==> config.mk <==
export PLATFORM = sky130hd
export DESIGN_NAME = pmask_csr_file
export DESIGN_NICKNAME = d
export VERILOG_FILES = /design/src/rtl/pmask_pkg.sv /design/src/rtl/pmask_rst_sync.sv /design/src/rtl/pmask_addr_decode.sv /design/src/rtl/pmask_access_check.sv /design/src/rtl/pmask_ctrl_reg.sv /design/src/rtl/pmask_xreg_bank.sv /design/src/rtl/pmask_csr_file.sv
export SDC_FILE = /design/constraint.sdc
export NUM_CORES = 1
export LEC_CHECK = 0
export BUFFER_PORTS_ARGS = -buffer_cell sky130_fd_sc_hd__buf_2
export CORE_UTILIZATION = 60
export DETAILED_ROUTE_END_ITERATION = 10
export GPL_ROUTABILITY_DRIVEN = 0
export GPL_TIMING_DRIVEN = 1
export PLACE_DENSITY = 0.82
export SKIP_CTS_REPAIR_TIMING = 1
export SLEW_MARGIN = 20
export SYNTH_ARGS = -nofsm -noshare
export SYNTH_HDL_FRONTEND = slang
export SYNTH_SLANG_ARGS = --single-unit
==> constraint.sdc <==
create_clock -name clk -period 14.5 [get_ports clk]
set_input_delay 2.9 -clock clk [delete_from_list [all_inputs] [get_ports clk]]
set_output_delay 2.9 -clock clk [all_outputs]
set_load 0.005 [all_outputs]
==> src/rtl/pmask_pkg.sv <==
package pmask_pkg;

  typedef enum logic [1:0] {
    PRIV_U   = 2'd0,
    PRIV_S   = 2'd1,
    PRIV_RSV = 2'd2,
    PRIV_M   = 2'd3
  } priv_e;

  localparam int CTRL_W = 7;
  localparam int NLVL   = 3;
  localparam int NXREG  = 2 * NLVL;
  localparam int XIDX_W = $clog2(NXREG);

  localparam logic [1:0] XS_INITIAL = 2'd1;
  localparam logic [1:0] XS_DIRTY   = 2'd3;

  localparam int BIT_U_CUR = 3;
  localparam int BIT_S_CUR = 5;

  localparam logic [CTRL_W-1:0] VIEW_M = 7'h7F;
  localparam logic [CTRL_W-1:0] VIEW_S = 7'h3F;
  localparam logic [CTRL_W-1:0] VIEW_U = 7'h0C;

  typedef struct packed {
    logic              hit;
    logic              is_ctrl;
    priv_e             owner;
    logic [XIDX_W-1:0] xidx;
  } csr_sel_t;

  function automatic logic [CTRL_W-1:0] view_of(priv_e lvl);
    case (lvl)
      PRIV_M:  view_of = VIEW_M;
      PRIV_S:  view_of = VIEW_S;
      PRIV_U:  view_of = VIEW_U;
      default: view_of = '0;
    endcase
  endfunction

endpackage

==> src/rtl/pmask_rst_sync.sv <==
module pmask_rst_sync (
  input  logic clk,
  input  logic rst_n,
  output logic rst_sync_n
);
  logic [1:0] stage_q;

  always_ff @(posedge clk or negedge rst_n) begin
    if (!rst_n) stage_q <= 2'b00;
    else        stage_q <= {stage_q[0], 1'b1};
  end

  assign rst_sync_n = stage_q[1];
endmodule

==> src/rtl/pmask_addr_decode.sv <==
module pmask_addr_decode
  import pmask_pkg::*;
(
  input  logic [11:0] addr,
  output csr_sel_t    sel
);
  logic       grp_ok;
  logic       slot_ok;
  logic [1:0] lvl;

  always_comb begin
    grp_ok  = (addr[11:8] == 4'h7) || (addr[11:8] == 4'h8) || (addr[11:8] == 4'h9);
    slot_ok = (addr[7:2] == 6'b110000) && (addr[1:0] != 2'd3);
    // storage level: user 0, supervisor 1, machine 2
    lvl     = (addr[9:8] == 2'd3) ? 2'd2 : addr[9:8];
    sel.hit     = grp_ok && slot_ok;
    sel.is_ctrl = (addr[1:0] == 2'd0);
    sel.owner   = priv_e'(addr[9:8]);
    sel.xidx    = XIDX_W'({1'b0, lvl} * 3'd2 + {1'b0, addr[1:0]} - 3'd1);
  end
endmodule

==> src/rtl/pmask_access_check.sv <==
module pmask_access_check
  import pmask_pkg::*;
(
  input  logic     req_valid,
  input  logic     req_write,
  input  csr_sel_t sel,
  input  logic [1:0] priv,
  input  logic     ext_present,
  input  logic     s_impl,
  input  logic     u_impl,
  input  logic     s_cur,
  input  logic     u_cur,
  output logic     illegal,
  output logic     accept
);
  logic above;
  logic strap_block;
  logic ext_block;
  logic self_block;

  always_comb begin
    above       = (sel.owner > priv_e'(priv));
    strap_block = ((sel.owner == PRIV_S) && !s_impl) ||
                  ((sel.owner == PRIV_U) && !u_impl);
    ext_block   = !ext_present && (!sel.is_ctrl || req_write);
    illegal     = req_valid && sel.hit && (above || strap_block || ext_block);
    self_block  = 1'b0;
    if (sel.owner == priv_e'(priv)) begin
      case (sel.owner)
        PRIV_S:  self_block = !s_cur;
        PRIV_U:  self_block = !u_cur;
        default: self_block = 1'b0;
      endcase
    end
    accept = req_valid && req_write && sel.hit && !illegal && !self_block;
  end
endmodule

==> src/rtl/pmask_ctrl_reg.sv <==
module pmask_ctrl_reg
  import pmask_pkg::*;
(
  input  logic              clk,
  input  logic              rst_n,
  input  logic              any_accept,
  input  logic              ctrl_wr,
  input  logic [CTRL_W-1:0] view,
  input  logic [CTRL_W-1:0] wdata,
  output logic [CTRL_W-1:0] ctrl_q
);
  logic [CTRL_W-1:0] ctrl_d;
  logic              ctrl_en;

  always_comb begin
    ctrl_en = any_accept;
    ctrl_d  = ctrl_q;
    if (ctrl_wr) ctrl_d = (wdata & view) | (ctrl_q & ~view);
    ctrl_d[1:0] = XS_DIRTY;
  end

  always_ff @(posedge clk or negedge rst_n) begin
    if (!rst_n)       ctrl_q <= {{(CTRL_W-2){1'b0}}, XS_INITIAL};
    else if (ctrl_en) ctrl_q <= ctrl_d;
  end
endmodule

==> src/rtl/pmask_xreg_bank.sv <==
module pmask_xreg_bank
  import pmask_pkg::*;
#(
  parameter int XLEN = 64
) (
  input  logic                        clk,
  input  logic                        rst_n,
  input  logic                        wr,
  input  logic [XIDX_W-1:0]           widx,
  input  logic [XLEN-1:0]             wdata,
  output logic [NXREG-1:0][XLEN-1:0]  regs_q
);
  for (genvar g = 0; g < NXREG; g++) begin : g_ent
    logic            en;
    logic [XLEN-1:0] d;

    always_comb begin
      en = wr && (widx == XIDX_W'(g));
      d  = wdata;
    end

    always_ff @(posedge clk or negedge rst_n) begin
      if (!rst_n)  regs_q[g] <= '0;
      else if (en) regs_q[g] <= d;
    end
  end
endmodule

==> src/rtl/pmask_csr_file.sv <==
module pmask_csr_file
  import pmask_pkg::*;
#(
  parameter int XLEN = 64
) (
  input  logic            clk,
  input  logic            rst_n,
  input  logic            ext_present,
  input  logic            s_impl,
  input  logic            u_impl,
  input  logic [1:0]      priv,
  input  logic            req_valid,
  input  logic            req_write,
  input  logic [11:0]     req_addr,
  input  logic [XLEN-1:0] req_wdata,
  output logic [XLEN-1:0] rd_data,
  output logic            illegal,
  output logic            status_dirty_set
);
  logic                       rst_sync_n;
  csr_sel_t                   sel;
  logic                       accept;
  logic [CTRL_W-1:0]          ctrl_q;
  logic [CTRL_W-1:0]          view;
  logic [NXREG-1:0][XLEN-1:0] xregs;

  pmask_rst_sync u_rst (
    .clk(clk), .rst_n(rst_n), .rst_sync_n(rst_sync_n)
  );

  pmask_addr_decode u_dec (
    .addr(req_addr), .sel(sel)
  );

  pmask_access_check u_chk (
    .req_valid(req_valid), .req_write(req_write), .sel(sel), .priv(priv),
    .ext_present(ext_present), .s_impl(s_impl), .u_impl(u_impl),
    .s_cur(ctrl_q[BIT_S_CUR]), .u_cur(ctrl_q[BIT_U_CUR]),
    .illegal(illegal), .accept(accept)
  );

  assign view = view_of(sel.owner);

  pmask_ctrl_reg u_ctrl (
    .clk(clk), .rst_n(rst_sync_n), .any_accept(accept),
    .ctrl_wr(accept && sel.is_ctrl), .view(view),
    .wdata(req_wdata[CTRL_W-1:0]), .ctrl_q(ctrl_q)
  );

  pmask_xreg_bank #(.XLEN(XLEN)) u_bank (
    .clk(clk), .rst_n(rst_sync_n), .wr(accept && !sel.is_ctrl),
    .widx(sel.xidx), .wdata(req_wdata), .regs_q(xregs)
  );

  always_comb begin
    rd_data = '0;
    if (req_valid && sel.hit && !illegal) begin
      if (sel.is_ctrl) begin
        if (ext_present) rd_data = {{(XLEN-CTRL_W){1'b0}}, ctrl_q & view};
      end else begin
        rd_data = xregs[sel.xidx];
      end
    end
    status_dirty_set = accept;
  end
endmodule

== Yosys cells after proc, flatten, opt, wreduce, memory -nomap -nowiden ==
Cells that the tools add are included.
Word-level totals
  register bits after elaboration: 392
  output and inout bits: 66
Operators by class
  add/sub/neg operators: 2
  order comparisons: 2
  eq/ne operators: 13
  mux-type cells: 9
  bitwise logic cells: 5
  reductions and logical operators: 38
Operator list (number)
  $bmux 64 s3: 1
  $mux 64: 3
  $and 7x7->7: 3
  $pmux 7 s3: 1
  $logic_and 1x1->1: 20
  $eq 4x4->1 const B: 2
  $logic_not 1->1: 8
  $mux 7: 1
  $not 7->7: 1
  $or 7x7->7: 1
  $eq 3x2->1 const B: 2
  $eq 3x3->1 const B: 2
  $eq 6x6->1 const B: 1
  $logic_or 1x1->1: 6
  $eq 4x3->1 const B: 1
  $logic_not 2->1: 2
  $lt 3x4->1 const B: 1
  $add 3x2->3: 1
  $eq 3x1->1 const B: 1
  $logic_not 3->1: 1
  $sub 3x1->3 const B: 1
  $eq 2x1->1 const B: 1
  $eq 2x2->1: 1
  $eq 2x2->1 const B: 1
  other kinds (6): 6

== Depth between registers and ports, before layout ==
  depth after elaboration: 11
  depth in mapped cells: 12
  gate-level depth less buffers: 9

== Cells and area by module ==
From an unflattened synthesis, not the netlist that was laid out.
Second synthesis, totals
  cells, all modules: 1277
  area, all modules: 19391.1 um2
Modules (own cells, without submodules)
  pmask_xreg_bank: times used 1, cells an instance 816, area each 15342.2 um2, seq. area each 9609.2 um2
  pmask_csr_file: times used 1, cells an instance 406, area each 3478.3 um2, seq. area each 0.0 um2
  pmask_ctrl_reg: times used 1, cells an instance 19, area each 267.8 um2, seq. area each 150.1 um2
  pmask_addr_decode: times used 1, cells an instance 16, area each 128.9 um2, seq. area each 0.0 um2
  pmask_access_check: times used 1, cells an instance 17, area each 120.1 um2, seq. area each 0.0 um2
  pmask_rst_sync: times used 1, cells an instance 3, area each 53.8 um2, seq. area each 50.0 um2

== Least setup slack after synthesis ==
Ideal clock, no wire load.
  path kind: in2out
  start: input port req_addr[9]
  end: output port rd_data[37]
  data arrival time: 5.316 ns
  slack: 6.284 ns
  stages: 11
  path buffers: 4
  cells stage by stage: clkbuf_8 or2b_1 ha_1 inv_1 ha_1 clkbuf_1 buf_1 clkbuf_1 mux4_2 nand2_1 a21oi_1
On the way
  cells in the longest elaborated chain, start to end: 9
  elaborated cells on any way between the ends: 26
  those cells by class: add/sub: 2; order compare: 1; eq/ne: 5; mux: 5; reduce/logical: 13
RTL lines
  from (decl): line pmask_csr_file.sv:14  | input logic [11:0] req_addr,
  parallel branches: the longest is 8 deep, another holds $add 3x2->3
  $mux 64 *: line pmask_csr_file.sv:57  | if (req_valid && sel.hit && !illegal) begin
  to (decl): line pmask_csr_file.sv:16  | output logic [XLEN-1:0] rd_data,
Mark *: on every way between the ends. The select of a mux whose other input is x is not followed.

== Final worst setup path ==
  start: input port req_addr[9]
  end: output port rd_data[1]
On the way
  cells in the longest elaborated chain, start to end: 9
  elaborated cells on any way between the ends: 29
  those cells by class: add/sub: 2; order compare: 1; eq/ne: 5; mux: 7; bitwise: 1; reduce/logical: 13
RTL lines (line)
  parallel branches: the longest is 8 deep, another holds $add 3x2->3
  $mux 64 *: pmask_csr_file.sv:57
Marks and branches as above.

==> tab_implementation.tex <==
\begin{tabular}{lr}
\hline
Metric & Value \\
\hline
\multicolumn{2}{l}{\textbf{Outcome}} \\
Run status & finished clean \\
\multicolumn{2}{l}{\textbf{Routing}} \\
Detailed-routed wire length on met3 & 2570 µm \\
Number of detailed-route iterations in the first pass & 5 \\
Highest metal layer with signal wires & met5 \\
Routed wire length & 41800 µm \\
Remaining routing DRC violations & 0 \\
Number of nets still failing antenna checks after routing & 0 \\
Wire length on met2 & 19900 µm \\
Detailed-route wire length per cell & 23.0 µm \\
Avg Vias per Cell & 6.26 \\
DRC violation total after the first TritonRoute iteration & 875 \\
Overall via count from detail\_route & 11414 \\
Metal1 wirelength & 18500 µm \\
\multicolumn{2}{l}{\textbf{Floorplan}} \\
Core area & 0.0307 mm² \\
Height of the die & 179 µm \\
Initial standard-cell utilization of the core & 61.1\% \\
Overall die width & 179 µm \\
Std-Cell Rows & 64 \\
Boundary Pins & 151 \\
Area of the die & 0.0319 mm² \\
\multicolumn{2}{l}{\textbf{Layout}} \\
Area added between synthesis and finish & 11.1\% \\
Ratio of cells with drive above 1 in the final layout & 52.1\% \\
Net count of the finished layout & 1494 \\
Most common library cell in the layout ignoring fill and taps & sky130\_fd\_sc\_hd\_\_dfrtp\_1 \\
Commonest cells after routing, fill and taps aside & sky130\_fd\_sc\_hd\_\_dfrtp\_1, sky130\_fd\_sc\_hd\_\_mux2\_2, sky130\_fd\_sc\_hd\_\_buf\_2 \\
\multicolumn{2}{l}{\textbf{STA}} \\
Final hold vios & 0 \\
Fin crit period & 9.75 ns \\
Clock skew & 0.0101 ns \\
Setup TNS & 0 ns \\
Highest achievable clock rate & 103 MHz \\
Max\_slew headroom & 27.8\% \\
Hold Slack & 0.355 ns \\
Pin slew with the least headroom to its limit & 1.08 ns \\
Final slew viol count & 0 \\
Final worst path period share & 67.2\% \\
Final setup violating endpoints & 0 \\
Setup repair after global routing missed its margin & false \\
\multicolumn{2}{l}{\textbf{Worst setup path}} \\
Family with the most delay on the worst path & buffers and inverters \\
Category of the worst setup path launch point & primary input \\
Crit path max fanout & 72 \\
WP data required & 11.60 ns \\
CP Data Arrival Time & 6.85 ns \\
Cell with the biggest individual delay on the critical path & sky130\_fd\_sc\_hd\_\_buf\_4 \\
Worst path cell trace & buf\_2, or2b\_1, ha\_1, inv\_1, ha\_4, buf\_4, nor2b\_1, nand3\_1, nand4\_1, a211oi\_1, nor4\_1, buf\_2 \\
Worst r2r path cells & 6 \\
Total stage count of the critical path & 12 \\
WP buf/inv & 4 \\
Type of destination of the critical path & output port \\
Highest cell delay on the worst timing path & 0.89 ns \\
Cell repeated most along the worst path & sky130\_fd\_sc\_hd\_\_buf\_2 \\
Type of the worst setup path & primary input to output port \\
\multicolumn{2}{l}{\textbf{Power and ir drop}} \\
Reg power frac & 49.4\% \\
Power density over the cells & 107 mW/mm² \\
Clock Power Share & 44.0\% \\
Internal power consumption & 1.70 mW \\
Share of power burned in combinational logic & 6.6\% \\
Power dissipated by switching net loads & 0.529 mW \\
Largest vdd supply drop & 0.0000954 V \\
P\_leak & 10.1 nW \\
Share of total power consumed by net switching & 23.8\% \\
\multicolumn{2}{l}{\textbf{Synth}} \\
Sequential share of the synthesized area & 52.4\% \\
Synthesis Warnings & 0 \\
Number of distinct library cell variants in the gate-level netlist after synthesis & 50 \\
Post-synthesis cell area & 0.0187 mm² \\
Mean cell area of the mapped netlist & 14.6 µm² \\
Net count of the mapped netlist & 1374 \\
EDFF count, synth & 0 \\
Ys flop type & sky130\_fd\_sc\_hd\_\_dfrtp\_1 \\
Seq cells post-synth & 392 \\
Share of synthesized registers carrying an async set or reset & 100\% \\
Number of cells produced by synthesis & 1281 \\
\multicolumn{2}{l}{\textbf{Place}} \\
Sum of net half-perimeters after detailed placement & 23800 µm \\
Count of input and output buffers & 150 \\
\multicolumn{2}{l}{\textbf{Clock network}} \\
TritonCTS clock tree & done \\
Clock slew at reported path FFs & 0.06 ns \\
Clock Root Buffer & sky130\_fd\_sc\_hd\_\_clkbuf\_16 \\
Maximum buffer depth of the clock tree & 3 \\
Total number of clock tree sinks & 392 \\
Clock latency of the later-clocked register in the worst-skew pair & 0.53 ns \\
Number of buffers created by CTS & 41 \\
Max H-tree Level & 2 \\
\multicolumn{2}{l}{\textbf{Global routing}} \\
Tot GR Track Use & 27.1\% \\
Total overflow reported by the global router & 0 \\
Antenna violations before repair & 6 \\
Via count of the first global-routing pass & 11809 \\
Largest net degree at the start of global routing & 183 \\
First-pass GRT wire length & 66500 µm \\
\multicolumn{2}{l}{\textbf{Run}} \\
Max-capacitance violation count & 0 \\
\multicolumn{2}{l}{\textbf{Worst hold path}} \\
Kind of path behind the tightest hold check & flip-flop to flip-flop \\
Number of instances on the worst hold path & 0 \\
\hline
\end{tabular}
-- worst reg2reg max path: cells and delay by family (launching register included) --
family | cells | cell delay [ns]
AO/OA/AOI/OAI | 1 | 0.08
flip-flops | 1 | 0.36
AND/OR/NAND/NOR | 3 | 1.93
buffers and inverters | 1 | 0.85
multiplexers | 1 | 0.46
-- synthesized netlist by cell type, types with 3 or more instances --
| library cell | number | share of area (%) |
|---|---|---|
| sky130_fd_sc_hd__a211oi_1 | 3 | 0.12 |
| sky130_fd_sc_hd__a21oi_1 | 63 | 1.7 |
| sky130_fd_sc_hd__a311oi_1 | 3 | 0.14 |
| sky130_fd_sc_hd__a41oi_1 | 3 | 0.14 |
| sky130_fd_sc_hd__buf_1 | 13 | 0.26 |
| sky130_fd_sc_hd__buf_2 | 13 | 0.35 |
| sky130_fd_sc_hd__buf_6 | 26 | 1.6 |
| sky130_fd_sc_hd__clkbuf_1 | 36 | 0.72 |
| sky130_fd_sc_hd__clkbuf_8 | 3 | 0.22 |
| sky130_fd_sc_hd__dfrtp_1 | 392 | 52 |
| sky130_fd_sc_hd__ha_1 | 8 | 0.53 |
| sky130_fd_sc_hd__inv_1 | 6 | 0.12 |
| sky130_fd_sc_hd__mux2_1 | 13 | 0.78 |
| sky130_fd_sc_hd__mux2_2 | 379 | 23 |
| sky130_fd_sc_hd__mux2_4 | 60 | 4.8 |
| sky130_fd_sc_hd__mux4_2 | 61 | 7.3 |
| sky130_fd_sc_hd__nand2_1 | 67 | 1.3 |
| sky130_fd_sc_hd__nand3_1 | 67 | 1.8 |
| sky130_fd_sc_hd__nand4_1 | 6 | 0.20 |
| sky130_fd_sc_hd__nor2_1 | 13 | 0.26 |
| sky130_fd_sc_hd__nor2b_1 | 3 | 0.10 |
| sky130_fd_sc_hd__nor4_1 | 3 | 0.10 |
| sky130_fd_sc_hd__nor4_4 | 4 | 0.45 |
-- logic make-up after synthesis --
| family | after synthesis | synth area share (%) |
|---|---|---|
| AO/OA/AOI/OAI | 82 | 2.59 |
| adder cells (fa/ha/maj) | 8 | 0.534 |
| multiplexers | 515 | 35.8 |
| AND/OR/NAND/NOR | 182 | 5.06 |
| XOR/XNOR | 4 | 0.381 |
| flip-flops | 392 | 52.4 |
| other | 1 | 0.0200 |
| buffers and inverters | 97 | 3.23 |
-- power by group through the flow --
| stage | sequential (mW) | combinational [mW] | clock, mW |
|---|---|---|---|
| finish | 1.10 | 0.147 | 0.978 |
| global route | 1.10 | 0.160 | 1.04 |
| CTS | 1.10 | 0.148 | 1.00 |
| detailed placement | 1.12 | 0.147 | 0 |
| global placement | 1.12 | 0.146 | 0 |
| floorplan | 1.13 | 0.0779 | 0 |
-- state kept, by name, summed over array words and instances (netlist names), named ones only --
register       cells
u_ctrl.ctrl_q      1
u_rst.stage_q      2
u_bank.regs_q    384
-- stage by stage --
step	instance area [µm²]	setup WS, ns	std cells	power (mW)	util (%)
2_1_floorplan	18700	2.77	1281	1.21	-
3_3_place_gp	19600	4.86	1754	1.27	63.8
3_5_place_dp	19600	4.83	1754	1.27	63.8
4_1_cts	20800	4.81	1821	2.25	67.8
5_1_grt	20800	4.46	1821	2.30	67.8
6_report	20800	4.75	1822	2.22	67.8
-- final timing paths --
check / endpoint / start / slack (ns)
worst max-delay path: rd_data[1] / req_addr[9] / 4.75
worst min-delay path: u_rst.stage_q[1]$_DFF_PN0_ / u_rst.stage_q[0]$_DFF_PN0_ / 0.36
worst max register to register: u_bank.regs_q[166]$_DFFE_PN0P_ / flip-flop / 10.71
worst min register to register: u_rst.stage_q[1]$_DFF_PN0_ / u_rst.stage_q[0]$_DFF_PN0_ / 0.36
max in group asynchronous: u_rst.stage_q[1]$_DFF_PN0_ / rst_n / 12.26
min in group asynchronous: u_bank.regs_q[156]$_DFFE_PN0P_ / u_rst.stage_q[1]$_DFF_PN0_ / 0.43
-- layer usage --
| metal | vias up | track usage [%] |
|---|---|---|
| li1 | 4952 | - |
| met3 | 76 | 5.30 |
| met2 | 355 | 43.2 |
| met4 | 10 | 6.85 |
| met1 | 6021 | 38.6 |
| met5 | - | 0 |
-- layout make-up --
type                    count  area [µm²]
repair buffers            168         905
well taps                 396         495
clock buffers              60        1180
clock inverters             7        61.3
fillers                  2104        9860
flip-flops and latches    392        9810
multi-input cells         792        8330
inverters                   6        22.5
diodes                      1        2.50
(Power assumes the default switching activity.)
